[src/rtl/chunk_pkg.sv]
package chunk_pkg;
   localparam int unsigned CMD_W    = 32;
   localparam int unsigned FIELD_W  = 8;
   localparam int unsigned POS_XFER = 8;
   localparam int unsigned POS_EXP  = 9;
   localparam int unsigned POS_MODE = 10;
   localparam int unsigned POS_CS   = 12;
   localparam int unsigned POS_BUS  = 14;
   localparam int unsigned POS_TX   = 16;
   localparam int unsigned POS_RX   = 17;

   typedef enum logic [1:0] {
      LANE_NONE = 2'd0,
      LANE_X1   = 2'd1,
      LANE_X2   = 2'd2,
      LANE_X4   = 2'd3
   } lane_mode_e;

   typedef struct packed {
      logic       rx;
      lane_mode_e mode;
   } xfer_attr_t;

   function automatic lane_mode_e lanes_to_mode(input logic [2:0] lanes);
      case (lanes)
         3'd2:    return LANE_X2;
         3'd4:    return LANE_X4;
         default: return LANE_X1;
      endcase
   endfunction
endpackage

[src/rtl/chunk_pick.sv]
module chunk_pick
   import chunk_pkg::*;
#(
   parameter int unsigned LEN_W = 32
) (
   input  logic [LEN_W-1:0]   rem,
   output logic               is_exp,
   output logic [FIELD_W-1:0] field,
   output logic [LEN_W-1:0]   take
);
   localparam int unsigned LOW_W = FIELD_W;
   localparam int unsigned HI_W  = LEN_W - LOW_W;

   logic [LEN_W-1:0] hi_part;
   logic [LEN_W-1:0] low_hot;
   logic [FIELD_W-1:0] idx_bits [LEN_W+1];

   assign hi_part = {rem[LEN_W-1:LOW_W], {LOW_W{1'b0}}};
   assign is_exp  = |rem[LEN_W-1:LOW_W];
   assign low_hot = hi_part & (~hi_part + 1'b1);

   assign idx_bits[LOW_W] = '0;
   generate
      for (genvar i = 0; i < LOW_W; i++) begin : g_pad
         assign idx_bits[i] = '0;
      end
      for (genvar i = LOW_W; i < LEN_W; i++) begin : g_enc
         assign idx_bits[i+1] = idx_bits[i] | (low_hot[i] ? FIELD_W'(i) : '0);
      end
   endgenerate

   assign field = is_exp ? idx_bits[LEN_W] : rem[FIELD_W-1:0];
   assign take  = is_exp ? low_hot : rem;

   initial begin
      if (HI_W < 1) $error("chunk_pick: LEN_W must exceed FIELD_W");
   end
endmodule

[src/rtl/chunk_fmt.sv]
module chunk_fmt
   import chunk_pkg::*;
(
   input  xfer_attr_t         attr,
   input  logic               is_exp,
   input  logic [FIELD_W-1:0] field,
   output logic [CMD_W-1:0]   word
);
   always_comb begin
      word                  = '0;
      word[FIELD_W-1:0]     = field;
      word[POS_XFER]        = 1'b1;
      word[POS_EXP]         = is_exp;
      word[POS_MODE +: 2]   = attr.mode;
      word[POS_CS]          = 1'b1;
      word[POS_BUS]         = 1'b1;
      word[POS_TX]          = ~attr.rx;
      word[POS_RX]          = attr.rx;
   end
endmodule

[src/rtl/chunk_cmd_gen.sv]
module chunk_cmd_gen
   import chunk_pkg::*;
#(
   parameter int unsigned LEN_W = 32
) (
   input  logic             clk,
   input  logic             rst_n,
   input  logic             req_valid,
   output logic             req_ready,
   input  logic [LEN_W-1:0] req_len,
   input  logic             req_dir,
   input  logic [2:0]       req_lanes,
   output logic             cmd_valid,
   input  logic             cmd_ready,
   output logic [CMD_W-1:0] cmd_data,
   output logic             done
);
   generate
      if (LEN_W < FIELD_W + 1 || LEN_W > 64) begin : g_bad_len
         $error("chunk_cmd_gen: LEN_W out of range");
      end
   endgenerate

   logic               busy;
   logic [LEN_W-1:0]   rem_q;
   xfer_attr_t         attr_q;
   logic               done_q;
   logic               pick_exp;
   logic [FIELD_W-1:0] pick_field;
   logic [LEN_W-1:0]   pick_take;
   logic               req_fire;
   logic               cmd_fire;

   chunk_pick #(.LEN_W(LEN_W)) u_pick (
      .rem    (rem_q),
      .is_exp (pick_exp),
      .field  (pick_field),
      .take   (pick_take)
   );

   chunk_fmt u_fmt (
      .attr   (attr_q),
      .is_exp (pick_exp),
      .field  (pick_field),
      .word   (cmd_data)
   );

   assign req_ready = ~busy;
   assign cmd_valid = busy;
   assign done      = done_q;
   assign req_fire  = req_valid & req_ready;
   assign cmd_fire  = cmd_valid & cmd_ready;

   always_ff @(posedge clk) begin
      if (!rst_n) begin
         busy   <= 1'b0;
         rem_q  <= '0;
         attr_q <= '{rx: 1'b0, mode: LANE_X1};
         done_q <= 1'b0;
      end else begin
         done_q <= 1'b0;
         if (req_fire) begin
            rem_q       <= req_len;
            attr_q.rx   <= req_dir;
            attr_q.mode <= lanes_to_mode(req_lanes);
            if (req_len == '0) done_q <= 1'b1;
            else               busy   <= 1'b1;
         end else if (cmd_fire) begin
            rem_q <= rem_q - pick_take;
            if (rem_q == pick_take) begin
               busy   <= 1'b0;
               done_q <= 1'b1;
            end
         end
      end
   end

   // a stalled word is held unchanged
   p_hold_stable_r9: assert property (@(posedge clk) disable iff (!rst_n)
      cmd_valid && !cmd_ready |=> cmd_valid && $stable(cmd_data));
   // data-transfer bit always present
   p_xfer_bit_r6: assert property (@(posedge clk) disable iff (!rst_n)
      cmd_valid |-> cmd_data[POS_XFER]);
   // exactly one of transmit/receive
   p_one_dir_r6: assert property (@(posedge clk) disable iff (!rst_n)
      cmd_valid |-> $countones(cmd_data[POS_RX:POS_TX]) == 1);
   // exponent words never name a bit below 8
   p_exp_floor_r2: assert property (@(posedge clk) disable iff (!rst_n)
      cmd_valid && cmd_data[POS_EXP] |-> cmd_data[FIELD_W-1:0] >= FIELD_W);
   // a count word never carries zero
   p_imm_nonzero_r3: assert property (@(posedge clk) disable iff (!rst_n)
      cmd_valid && !cmd_data[POS_EXP] |-> cmd_data[FIELD_W-1:0] != '0);
   // fixed select bits set, spare bits clear
   p_fixed_bits_r8: assert property (@(posedge clk) disable iff (!rst_n)
      cmd_valid |-> cmd_data[POS_CS] && cmd_data[POS_BUS] && !cmd_data[13]
                    && !cmd_data[15] && cmd_data[CMD_W-1:18] == '0);
   // done pulse is a single cycle and comes with no word pending
   p_done_idle_r10: assert property (@(posedge clk) disable iff (!rst_n)
      done |-> !cmd_valid);
   p_done_single_r10: assert property (@(posedge clk) disable iff (!rst_n)
      done && !req_valid |=> !done);
endmodule

[config.mk]
export PLATFORM = sky130hd
export DESIGN_NAME = chunk_cmd_gen
export DESIGN_NICKNAME = d
export VERILOG_FILES = /design/src/rtl/chunk_pkg.sv /design/src/rtl/chunk_pick.sv /design/src/rtl/chunk_fmt.sv /design/src/rtl/chunk_cmd_gen.sv
export SDC_FILE = /design/constraint.sdc
export NUM_CORES = 1
export LEC_CHECK = 0
export ABC_AREA = 1
export CAP_MARGIN = 40
export CORE_AREA = 5 5 108 110
export DETAILED_ROUTE_END_ITERATION = 16
export DIE_AREA = 0 0 113 115
export DONT_BUFFER_PORTS = 1
export MAX_ROUTING_LAYER = met4
export PLACE_DENSITY_LB_ADDON = 0.25
export SLEW_MARGIN = 5
export SYNTH_ARGS = -nofsm -noshare
export SYNTH_HDL_FRONTEND = slang
export SYNTH_SLANG_ARGS = --single-unit
[constraint.sdc]
create_clock -name clk -period 2.6 [get_ports clk]
set_clock_uncertainty 0.1 [all_clocks]
set_input_delay 0.26 -clock clk [delete_from_list [all_inputs] [get_ports clk]]
set_output_delay 0.26 -clock clk [all_outputs]
set_load 0.03 [all_outputs]
==> results.md, run 1 <==
* Status: finished, violations left
* Failing checks: negative setup slack
* Area Growth Syn to Fin at 47.1%
* Via/cell ratio at ~5.4
* Seq pwr share at between 15 and 20%
* Post-Syn Area at 0.00414 sq mm
* Vias at 5,210
* Routed wire per std cell at about 17 um
* Global placer's final weighted congestion at 0.991
* Number of flops mapped to enable cells by yosys at 0
* Hold crit path type: input port to register
* GR Overflow Total at 0
* Pleak at 2.86 nW
* Number of remaining DRC errors at 0
* Main area contributors after synthesis: dfxtp_1 18%, nand2_1 17%, inv_1 9.2%, nor2_1 7.2%, nand3_1 7.0%
* Final Max Slew Viols at 0
* Post-synthesis sequential area ratio at 17.9%
* Non-Filler Instances at between 900 and 1,000
* Most Frequent Cell on Critical Path: nor2_4
* Type of origin of the critical path: register
* Worst-path clk slew at ~70 ps
* Area after DPL at 0.00498 sq mm
* Die Width at around 110 um
* RSZ-0062 raised after global routing: true
* Post-synthesis cell type count at 47
* Core box area at 0.0106 sq mm
* Fmax at 376 MHz
* Pint at 2.04 mW
* Clock share of power at between 10% and 20%
* Element type at the critical path end: register
* # fillers at around 980
* Row cnt at 38
* Syn Inst Count at around 710
* Ys flop type: dfxtp_1
* Max Cap Violations at 0
* Max FO, Critical Path at 4
* YS warnings at 0
* Most frequent cell after synthesis: nand2_1
* Post-DP HPWL at roughly 13,000 um
* Mean area per synthesized cell at around 5.8 sq um
* # IOs at 75
* Multi-input logic area at roughly 0.0037 sq mm
* Vias in the first global route at ~5,100
* Switching power total at between 1.5 and 2 mW
* Tcrit/Tclk final at 102%
* Post-route antenna net violation count at 0
* Fin. Hold Viols at 0
* Post-synth top cells: 183 x nand2_1, 101 x inv_1, 79 x nor2_1
* CP Data Required Time at about 2700 ps
* Crit-path max cell delay at roughly 340 ps
* Seq cells post-synth at 37
* Critical path data arrival time at around 2700 ps
* # clock sinks at 37
* Cts bufs inserted at 5
* Setup violators final at 10
* Area leader, netlist: dfxtp_1
* Rel. slew slack at between 50% and 60%
* CTS tree: done
* Dpl cells at 947
* Worst Setup Path Type: register to register
* Worst setup margin at -56.7 ps
* Port-buffer cells at 0
* Fraction of registers with async set/reset at 0%
* Peak supply drop at 0.477 mV
* All-layer global routing usage at roughly a quarter
* Sw frac at about half
* Worst skew pair latency at roughly 320 ps
* Crit path cell chain: nor2_4 > nand2_4 > inv_4 > nand2_4 > nor2_4 > nand2_2 > nor2_4 > nand3_4 > ha_4 > nand2_4 > nor2_4 > inv_2 > nor4_4 > nand3_2 > nand2_1 > a21oi_1
* Slew @ Worst Pin at roughly 730 ps
* Initial Util at about two fifths
* Pin count of the biggest net entering global routing at 35
* Clock Path Buffers at 2
* Initial antenna violation count at 0
* Die area at 0.0130 sq mm
* Logic gate share of total power at roughly two thirds
* First-pass GRT wire length at about 25,000 um
* Final Critical Period at ~2700 ps
* Root buffer cell: clkbuf_8
* Die Y at ~120 um
* Register area at 752 sq um
* H-tree Lvls at 2
* Iter 0 DRT Violations at between 300 and 400
* Final instance area at 0.00609 sq mm
* Layout Nets at between 800 and 900
* Pre-Repair DR Iteration Count at 5
* Share of layout cells above drive strength 1 at between 30% and 40%
* Slowest CP cell: dfxtp_2
* WL final at 16,600 um
* Post-synth top area share at between 10% and 20%
* # diodes at 0
* Pre-CTS WS at -447 ps
* Pwr dens at 654 mW/mm^2
[stage by stage]
step	util, %	total power [mW]	TNS (ps)	hold slack, ps
3_3_place_gp	47.0	2.81	-2920	297
5_1_grt	57.4	4.24	-1840	10.0
3_5_place_dp	47.0	2.81	-3510	298
4_1_cts	52.9	3.62	-55.1	4.78
6_report	57.4	3.98	-329	4.07
2_1_floorplan	-	2.04	0	292
[critical path, delay by kind of cell (launching register included)]
| family | cells | cell delay, ps |
|---|---|---|
| flip-flops | 1 | 340 |
| AND/OR/NAND/NOR | 12 | 1540 |
| AO/OA/AOI/OAI | 1 | 60 |
| adder cells (fa/ha/maj) | 1 | 330 |
| buffers and inverters | 2 | 140 |
[sequential cells by signal, summed over array words and instances (netlist names)]
signal     cells
rem_q         32
attr_q         3
cmd_valid      1
done           1
[power groups by stage]
stage	Combinational, mW	Sequential, mW	Clock [mW]
2_1_floorplan	1.34	0.693	0
3_3_place_gp	2.11	0.698	0
3_5_place_dp	2.11	0.698	0
4_1_cts	2.38	0.692	0.552
5_1_grt	2.95	0.712	0.576
6_report	2.73	0.707	0.547
[kinds of logic (layout without fill, tap and decap cells)]
group | after synthesis | in the layout | share of synthesized area [%]
AOI/OAI and AO/OA | 117 | 117 | 17.0
xor gates and xnor gates | 3 | 3 | 0.635
adders and majority gates | 20 | 20 | 6.05
buffers and inverters | 143 | 243 | 15.5
DFF | 37 | 37 | 17.9
other | 2 | 20 | 0.181
and+or+nand+nor | 392 | 392 | 42.8
[cell usage in the layout (no fill, tap or decap), types with 6 or more instances in the layout]
cell type,netlist,final
nor2_4,3,24
nand2_1,183,156
nand4_1,17,17
nand2_2,12,30
conb_1,2,20
dfxtp_1,37,28
clkbuf_8,0,6
a31oi_1,18,18
buf_4,23,121
a21oi_2,3,18
nor2_1,79,43
o21ai_2,3,6
nor2_2,7,22
a21oi_1,44,27
o21ai_0,24,20
nand3_1,58,35
nand2_4,2,11
nand3_2,0,21
inv_2,2,14
inv_1,101,87
ha_4,0,15
nor4_1,13,8
buf_6,2,6
dfxtp_2,0,9
[final timing paths]
check                                  start         to  slack (ps)  depth (start not counted)
worst max-delay path                rem_q[8]  cmd_valid         -60                         16
worst min-delay path            req_lanes[2]  attr_q[0]           4                          2
worst max register to register      rem_q[8]  cmd_valid         -60                         16
worst min register to register     cmd_valid  cmd_valid         420                          2
[cell type report]
| type | count | share of cell area, % |
|---|---|---|
| multi-input combinational | 552 | 60.0 |
| sequential | 37 | 12.3 |
| timing repair buffer | 128 | 16.2 |
| clock inverter | 1 | 0.493 |
| inverter | 107 | 6.68 |
| clock buffer | 7 | 1.42 |
| tap | 140 | 2.88 |
[layer usage]
metal  GRT usage, %  vias to the layer above  routed length, um
met3           3.16                       44               1110
li1               -                     2537                  -
met2           40.7                      205               7890
met1           31.8                     2424               6890
met4           10.0                        0                687
met5              -                        -                  0
[timing repair]
| item | in CTS | in global routing |
|---|---|---|
| hold buffers | 1 | 0 |
| pin swaps | 37 | 59 |
| hold endpoints to repair | 2 | 0 |
| endpoints found under the setup margin | 23 | 26 |
| gates resized for setup | 99 | 111 |
| setup buffers | 7 | 10 |
Note: power is estimated with default switching activity, not from simulation.
==> inputs of run 2 (changes only) <==
--- a/config.mk
+++ b/config.mk
@@ -5,11 +5,10 @@
 export SDC_FILE = /design/constraint.sdc
 export NUM_CORES = 1
 export LEC_CHECK = 0
-export ABC_AREA = 1
-export CAP_MARGIN = 40
-export CORE_AREA = 5 5 108 110
+export CAP_MARGIN = 5
+export CORE_AREA = 5 5 101 103
 export DETAILED_ROUTE_END_ITERATION = 16
-export DIE_AREA = 0 0 113 115
+export DIE_AREA = 0 0 106 108
 export DONT_BUFFER_PORTS = 1
 export MAX_ROUTING_LAYER = met4
 export PLACE_DENSITY_LB_ADDON = 0.25
==> constraint.sdc (replaced) <==
create_clock -name clk -period 2.6 [get_ports clk]
set_clock_uncertainty 0.1 [all_clocks]
set_input_delay 0.52 -clock clk [delete_from_list [all_inputs] [get_ports clk]]
set_output_delay 0.52 -clock clk [all_outputs]
set_load 0.03 [all_outputs]
==> run 2 against run 1 <==
  * The flow still finishes with violations (negative setup slack)
  * Non-clock buffer count is 33 higher
  * Combinational power increased by 3%
  * Sequential share of layout area rose by 0.98 points
  * Fmax fell by 18%
  * Power is 1.6% lower
  * Sequential power is 4.0% lower
  * Design area shrank 7.8%
  * Critical path depth did not move
  * Critical path type unchanged
  * Largest power group unchanged
==> results.md, run 2 <==
* Status: finished, violations left
* Failing checks: negative setup slack
* Cts bufs inserted at 5
* Final Critical Period at between 3000 and 4000 ps
* Largest regs: rem_q (32), attr_q (3)
* Post-route antenna net violation count at 0
* Pre-Repair DR Iteration Count at 7
* # IOs at 75
* Share of layout cells above drive strength 1 at a little under half
* Worst Min Path Start: rst_n
* Post-synthesis sequential area ratio at 20.9%
* Area Growth Syn to Fin at 58.7%
* Hold WS at 171 ps
* Post-DP HPWL at between 10,000 and 15,000 um
* YS warnings at 0
* Fraction of registers with async set/reset at 0%
* WL final at 14,700 um
* Peak supply drop at approximately 0.33 mV
* All-layer global routing usage at around a quarter
* Die Width at between 100 and 150 um
* Fin. Hold Viols at 0
* R2r startpoint: rem_q[11]
* Post-synth top cells: 48 x nand2_1, 45 x nor2_1, 42 x a21oi_1
* First-pass GRT wire length at 22,200 um
* Slowest CP cell: dfxtp_2
* R2R depth at 16
* Non-Filler Instances at between 700 and 800
* H-tree Lvls at 2
* GRT met1 Usage at around 28%
* Largest register FFs at 32
* Worst skew pair latency at 310 ps
* Biggest register: rem_q
* RSZ-0062 raised after global routing: true
* Type of origin of the critical path: register
* Critical path data arrival time at between 3000 and 4000 ps
* Element type at the critical path end: register
* Die area at between 0.01 and 0.015 sq mm
* Clock Path Buffers at 2
* Post-route setup TNS at -11,000 ps
* Global placer's final weighted congestion at about 0.93
* Fmax at 309 MHz
* CP Data Required Time at approximately 2700 ps
* Reg2Reg Capture Point: rem_q[31]
* Most Frequent Cell on Critical Path: nand2_2
* Setup violators final at 31
* Via/cell ratio at 6.03
* Routed wire per std cell at 20.3 um
* Seq cells post-synth at 37
* Worst Setup Path Type: register to register
* CTS Hold Bufs at 0
* Core box area at 0.00911 sq mm
* Met3 GRT Util at ~4.2%
* Vias at 4,370
* Post-Syn Area at between 0.003 and 0.004 sq mm
* Tcrit/Tclk final at 125%
* Commonest non-fill, non-tap cells in the layout: 135 x buf_4, 40 x nand2_1, 34 x nor2_1
* Port-buffer cells at 0
* Area leader, netlist: dfxtp_1
* GRT busiest layer: met2
* Crit path cell chain: buf_6 > nor4_4 > nand2_2 > nor3_4 > nand2_2 > nor3_2 > nand3b_1 > ha_4 > nand2_2 > nor2_2 > nand4_1 > buf_4 > a31oi_4 > nor2_2 > o2111ai_2 > a31oi_1
* Area after DPL at roughly 0.0046 sq mm
* Main area contributors after synthesis: dfxtp_1 21%, ha_1 7.1%, a21oi_1 5.9%, buf_4 5.1%, nand2_1 5.1%
* Initial Util at 38.8%
* Row cnt at 35
* Dpl cells at 688
* Syn Inst Count at approximately 470
* Initial antenna violation count at 0
* Worst-path clk slew at approximately 100 ps
* CTS tree: done
* Die Y at between 100 and 150 um
* Most common cell after layout, fill and taps aside: buf_4
* Flop-to-flop setup slack at -640 ps
* Pwr dens at ~700 mW/mm^2
* Post-synth top area share at between 20% and 30%
* Ys flop type: dfxtp_1
* Met2 usage at between 40 and 50%
* Post-synthesis cell type count at between 70 and 80
* Iter 0 DRT Violations at approximately 290
* Number of flops mapped to enable cells by yosys at 0
* Crit-path max cell delay at roughly 330 ps
* # diodes at 0
* Fin util at around three fifths
* Number of remaining DRC errors at 0
* Max Cap Violations at 0
* Hold crit path type: input port to register
* Final Max Slew Viols at 0
* Pleak at around 2.3 nW
* GR Overflow Total at 0
* Max FO, Critical Path at 4
* Rel. slew slack at a little under two thirds
* Root buffer cell: clkbuf_8
* Pin count of the biggest net entering global routing at 38
* CP Buf/Inv Count at 2
* Slew @ Worst Pin at 544 ps
* Endpoint, Worst Hold: attr_q[0]
* Mean area per synthesized cell at about 7.5 sq um
* Crit path max-delay family: simple AND/OR/NAND/NOR gates
* Most frequent cell after synthesis: nand2_1
* Worst setup margin at -639 ps
* Layout Nets at 673
* Worst hold stages at 1
* Vias in the first global route at roughly 4,400
* Final instance area at about 0.0056 sq mm
* # clock sinks at 37
run 2: changes by cell type after synthesis, moves of 9 or more:
cell and change:
nand2_1 -135, inv_1 -87, nand3_1 -45, nor2_1 -34, a22oi_1 +23, a31oi_1 -14
nand2_2 -12, nand4_1 -9
run 2: how the worst max path moves through the flow:
stage / cells past startpoint / slack [ps] / end / from
after global placement: 11 / -620 / done / rem_q[8]
final: 16 / -640 / rem_q[31] / rem_q[11]
after global routing: 16 / -850 / rem_q[31] / rem_q[11]
after detailed placement: 12 / -690 / rem_q[28] / rem_q[9]
after CTS: 13 / -560 / rem_q[28] / rem_q[11]
after floorplan: 13 / -640 / rem_q[28] / rem_q[8]
run 2: power breakdown:
group          switching, mW  internal, mW  total [mW]
logic                   1.43          1.38        2.81
clock network          0.244         0.187       0.431
registers             0.0552         0.624       0.679
run 2: repair_timing:
item                       CTS  global route
resized for setup           92            58
setup endpoints to repair   30            35
pin swaps                   66            68
gates cloned                 1             0
buffers inserted            25            16
run 2: cell type report:
cell class | instances | area [sq um]
Clock buffer | 6 | 72.6
Clock inverter | 2 | 10.0
Fill cell | 761 | 3490
Inverter | 14 | 52.6
Multi-Input combinational cell | 394 | 3260
Sequential cell | 37 | 748
Tap cell | 111 | 139
Timing Repair Buffer | 161 | 1330
run 2: cells by family (layout without fill, tap and decap cells):
kind of cell,after synthesis,in the layout,synth area share (%)
fa+ha+maj,20,20,7.07
simple gates,181,181,27.3
xor+xnor,16,16,3.96
compound gates,157,157,31.8
other cells,2,20,0.212
flops,37,37,20.9
buf+inv,56,183,8.70
run 2: worst reg2reg max path: stages, from the launching register on:
cell       delay [ps]
dfxtp_2           330
buf_6             120
nor4_4            290
nand2_2           130
nor3_4            230
nand2_2           100
nor3_2            170
nand3b_1          170
ha_4              330
nand2_2            80
nor2_2            140
nand4_1           170
buf_4             200
a31oi_4           220
nor2_2             60
o2111ai_2         190
a31oi_1           110
run 2: through the flow:
step | setup WS (ps) | power (mW)
6_report | -639 | 3.92
5_1_grt | -846 | 4.13
2_1_floorplan | -639 | 2.03
4_1_cts | -557 | 3.60
3_5_place_dp | -686 | 2.80
3_3_place_gp | -619 | 2.78
run 2: routing by layer:
metal | wire, um | share of wire (%) | up-vias
met5 | 0 | 0 | -
met1 | 5660 | 39 | 2128
li1 | - | - | 2032
met3 | 1020 | 6.9 | 40
met4 | 430 | 2.9 | 0
met2 | 7580 | 52 | 170
==> inputs of run 3 (changes only) <==
--- a/config.mk
+++ b/config.mk
@@ -6,10 +6,13 @@
 export NUM_CORES = 1
 export LEC_CHECK = 0
 export CAP_MARGIN = 5
+export CELL_PAD_IN_SITES_DETAIL_PLACEMENT = 0
+export CELL_PAD_IN_SITES_GLOBAL_PLACEMENT = 1
 export CORE_AREA = 5 5 101 103
 export DETAILED_ROUTE_END_ITERATION = 16
 export DIE_AREA = 0 0 106 108
 export DONT_BUFFER_PORTS = 1
+export HOLD_SLACK_MARGIN = 0.1
 export MAX_ROUTING_LAYER = met4
 export PLACE_DENSITY_LB_ADDON = 0.25
 export SLEW_MARGIN = 5
==> run 3 against run 2 <==
  * The run still ends with negative setup slack left
  * Critical path type unchanged
  * Sequential power about the same
  * Worst hold slack improved by 4.1 ps
  * Sequential share of layout area increased by 0.23 points
  * Setup slack improved by 63 ps
  * Register-to-register slack improved by 60 ps
  * Die area unchanged
==> results.md, run 3 (synthesis results as in run 2) <==
* Status: finished, violations left
* Failing checks: negative setup slack
* Root buffer cell: clkbuf_8
* Final Max Slew Viols at 0
* Max FO, Critical Path at 5
* Slew @ Worst Pin at roughly 560 ps
* Worst Setup Path Type: register to register
* Commonest non-fill, non-tap cells in the layout: 131 x buf_4, 38 x nand2_1, 36 x nor2_1
* Initial antenna violation count at 0
* Die area at 0.0114 sq mm
* GRT met1 Usage at around 30%
* CTS tree: done
* GR Overflow Total at 0
* Rel. slew slack at 62.1%
* Element type at the critical path end: register
* Share of layout cells above drive strength 1 at 46.5%
* CTS Hold Bufs at 0
* Pleak at approximately 2.3 nW
* Post-DP HPWL at about 11,000 um
* Type of origin of the critical path: register
* Pwr dens at between 700 and 800 mW/mm^2
* Clock Path Buffers at 2
* Pin count of the biggest net entering global routing at 33
* Number of remaining DRC errors at 0
* Cts bufs inserted at 5
* Die Y at ~110 um
* GRT busiest layer: met2
* H-tree Lvls at 2
* # diodes at 0
* Vias in the first global route at about 4,200
* Fmax at roughly 310 MHz
* Crit path cell chain: or4_4 > nor3_4 > nand3b_1 > ha_4 > nand2_2 > nand3b_1 > o311a_4 > o21bai_4 > o311ai_4 > o2111ai_2 > nand4_1 > a32o_1
* First-pass GRT wire length at roughly 22,000 um
* Max Cap Violations at 0
* Slowest CP cell: or4_4
* Die Width at 106 um
* RSZ-0062 raised after global routing: true
* Vias at 4,169
* WL final at between 10,000 and 15,000 um
* Setup violators final at 26
* Tcrit/Tclk final at 122%
* Routed wire per std cell at 19.9 um
* # clock sinks at 37
* Largest regs: rem_q (32), attr_q (3)
* Port-buffer cells at 0
* Largest register FFs at 32
* Row cnt at 35
* All-layer global routing usage at 24.5%
* Peak supply drop at a little over 0.3 mV
* Initial Util at around 39%
* Most Frequent Cell on Critical Path: nand3b_1
* Worst skew pair latency at roughly 300 ps
* Fin. Hold Viols at 0
* # IOs at 75
* Core box area at between 0.009 and 0.01 sq mm
* Worst setup margin at -576 ps
* Final Critical Period at 3180 ps
* Fin util at between 60% and 70%
* Met3 GRT Util at between 4 and 5%
* CP Data Required Time at approximately 2700 ps
* Global placer's final weighted congestion at approximately 1
* Met2 usage at between 40% and 50%
* Layout Nets at around 670
* Total power at 3.96 mW
* Area Growth Syn to Fin at 56.0%
* Iter 0 DRT Violations at 246
* Post-route antenna net violation count at 0
* Hold crit path type: input port to register
* Biggest register: rem_q
* Post-route setup TNS at -9470 ps
* Worst-path clk slew at approximately 100 ps
* Pre-Repair DR Iteration Count at 5
* Most common cell after layout, fill and taps aside: buf_4
* Critical path data arrival time at approximately 3300 ps
* Via/cell ratio at about 5.8
* Crit-path max cell delay at between 500 and 600 ps
## run 3: area by class of cell
cell class | instances | area, sq um
fill | 798 | 3590
multi-input combinational | 394 | 3210
timing repair buffer | 153 | 1250
sequential | 37 | 748
tap | 111 | 139
clock buffer | 5 | 68.8
inverter | 14 | 52.6
clock inverter | 3 | 46.3
## run 3: layer usage
layer,part of all wire (%),vias to the layer above
met5,0,-
met4,1.9,0
met3,5.6,21
met2,51,132
met1,42,2001
li1,-,2015
## run 3: worst max-delay path, delay by kind of cell (launching register included)
family / cells / cell delay [ps]
AOI/OAI and AO/OA: 5 / 1170
adders and majority gates: 1 / 270
DFF: 1 / 370
and+or+nand+nor: 6 / 1170
## run 3: stage by stage
step | setup WS (ps) | instances | area (sq um) | hold slack [ps]
floorplan | -639 | 487 | 3750 | 381
global placement | -607 | 686 | 4580 | 418
detailed placement | -683 | 686 | 4580 | 423
CTS | -527 | 700 | 5010 | 169
global route | -708 | 717 | 5520 | 180
finish | -576 | 717 | 5520 | 175
## run 3: final timing paths
kind	start	to	cells past startpoint	slack, ps
max	rem_q[9]	rem_q[28]	12	-580
min	rst_n	attr_q[0]	1	180
max reg2reg	rem_q[9]	rem_q[28]	12	-580
min reg2reg	rem_q[0]	rem_q[0]	2	470
## run 3: repair_timing
| action | 4_1_cts | 5_1_grt |
|---|---|---|
| resized for setup | 59 | 81 |
| endpoints found under the hold margin | 0 | 0 |
| pin swaps | 26 | 45 |
| setup endpoints to repair | 29 | 34 |
| buffers inserted | 6 | 21 |
| gates cloned | 0 | 1 |
## run 3: where the power goes
group / total (mW) / internal (mW) / switching, mW
sequential: 0.680 / 0.624 / 0.0567
combinational: 2.74 / 1.35 / 1.39
clock: 0.546 / 0.288 / 0.258
total: 3.96 / 2.26 / 1.71
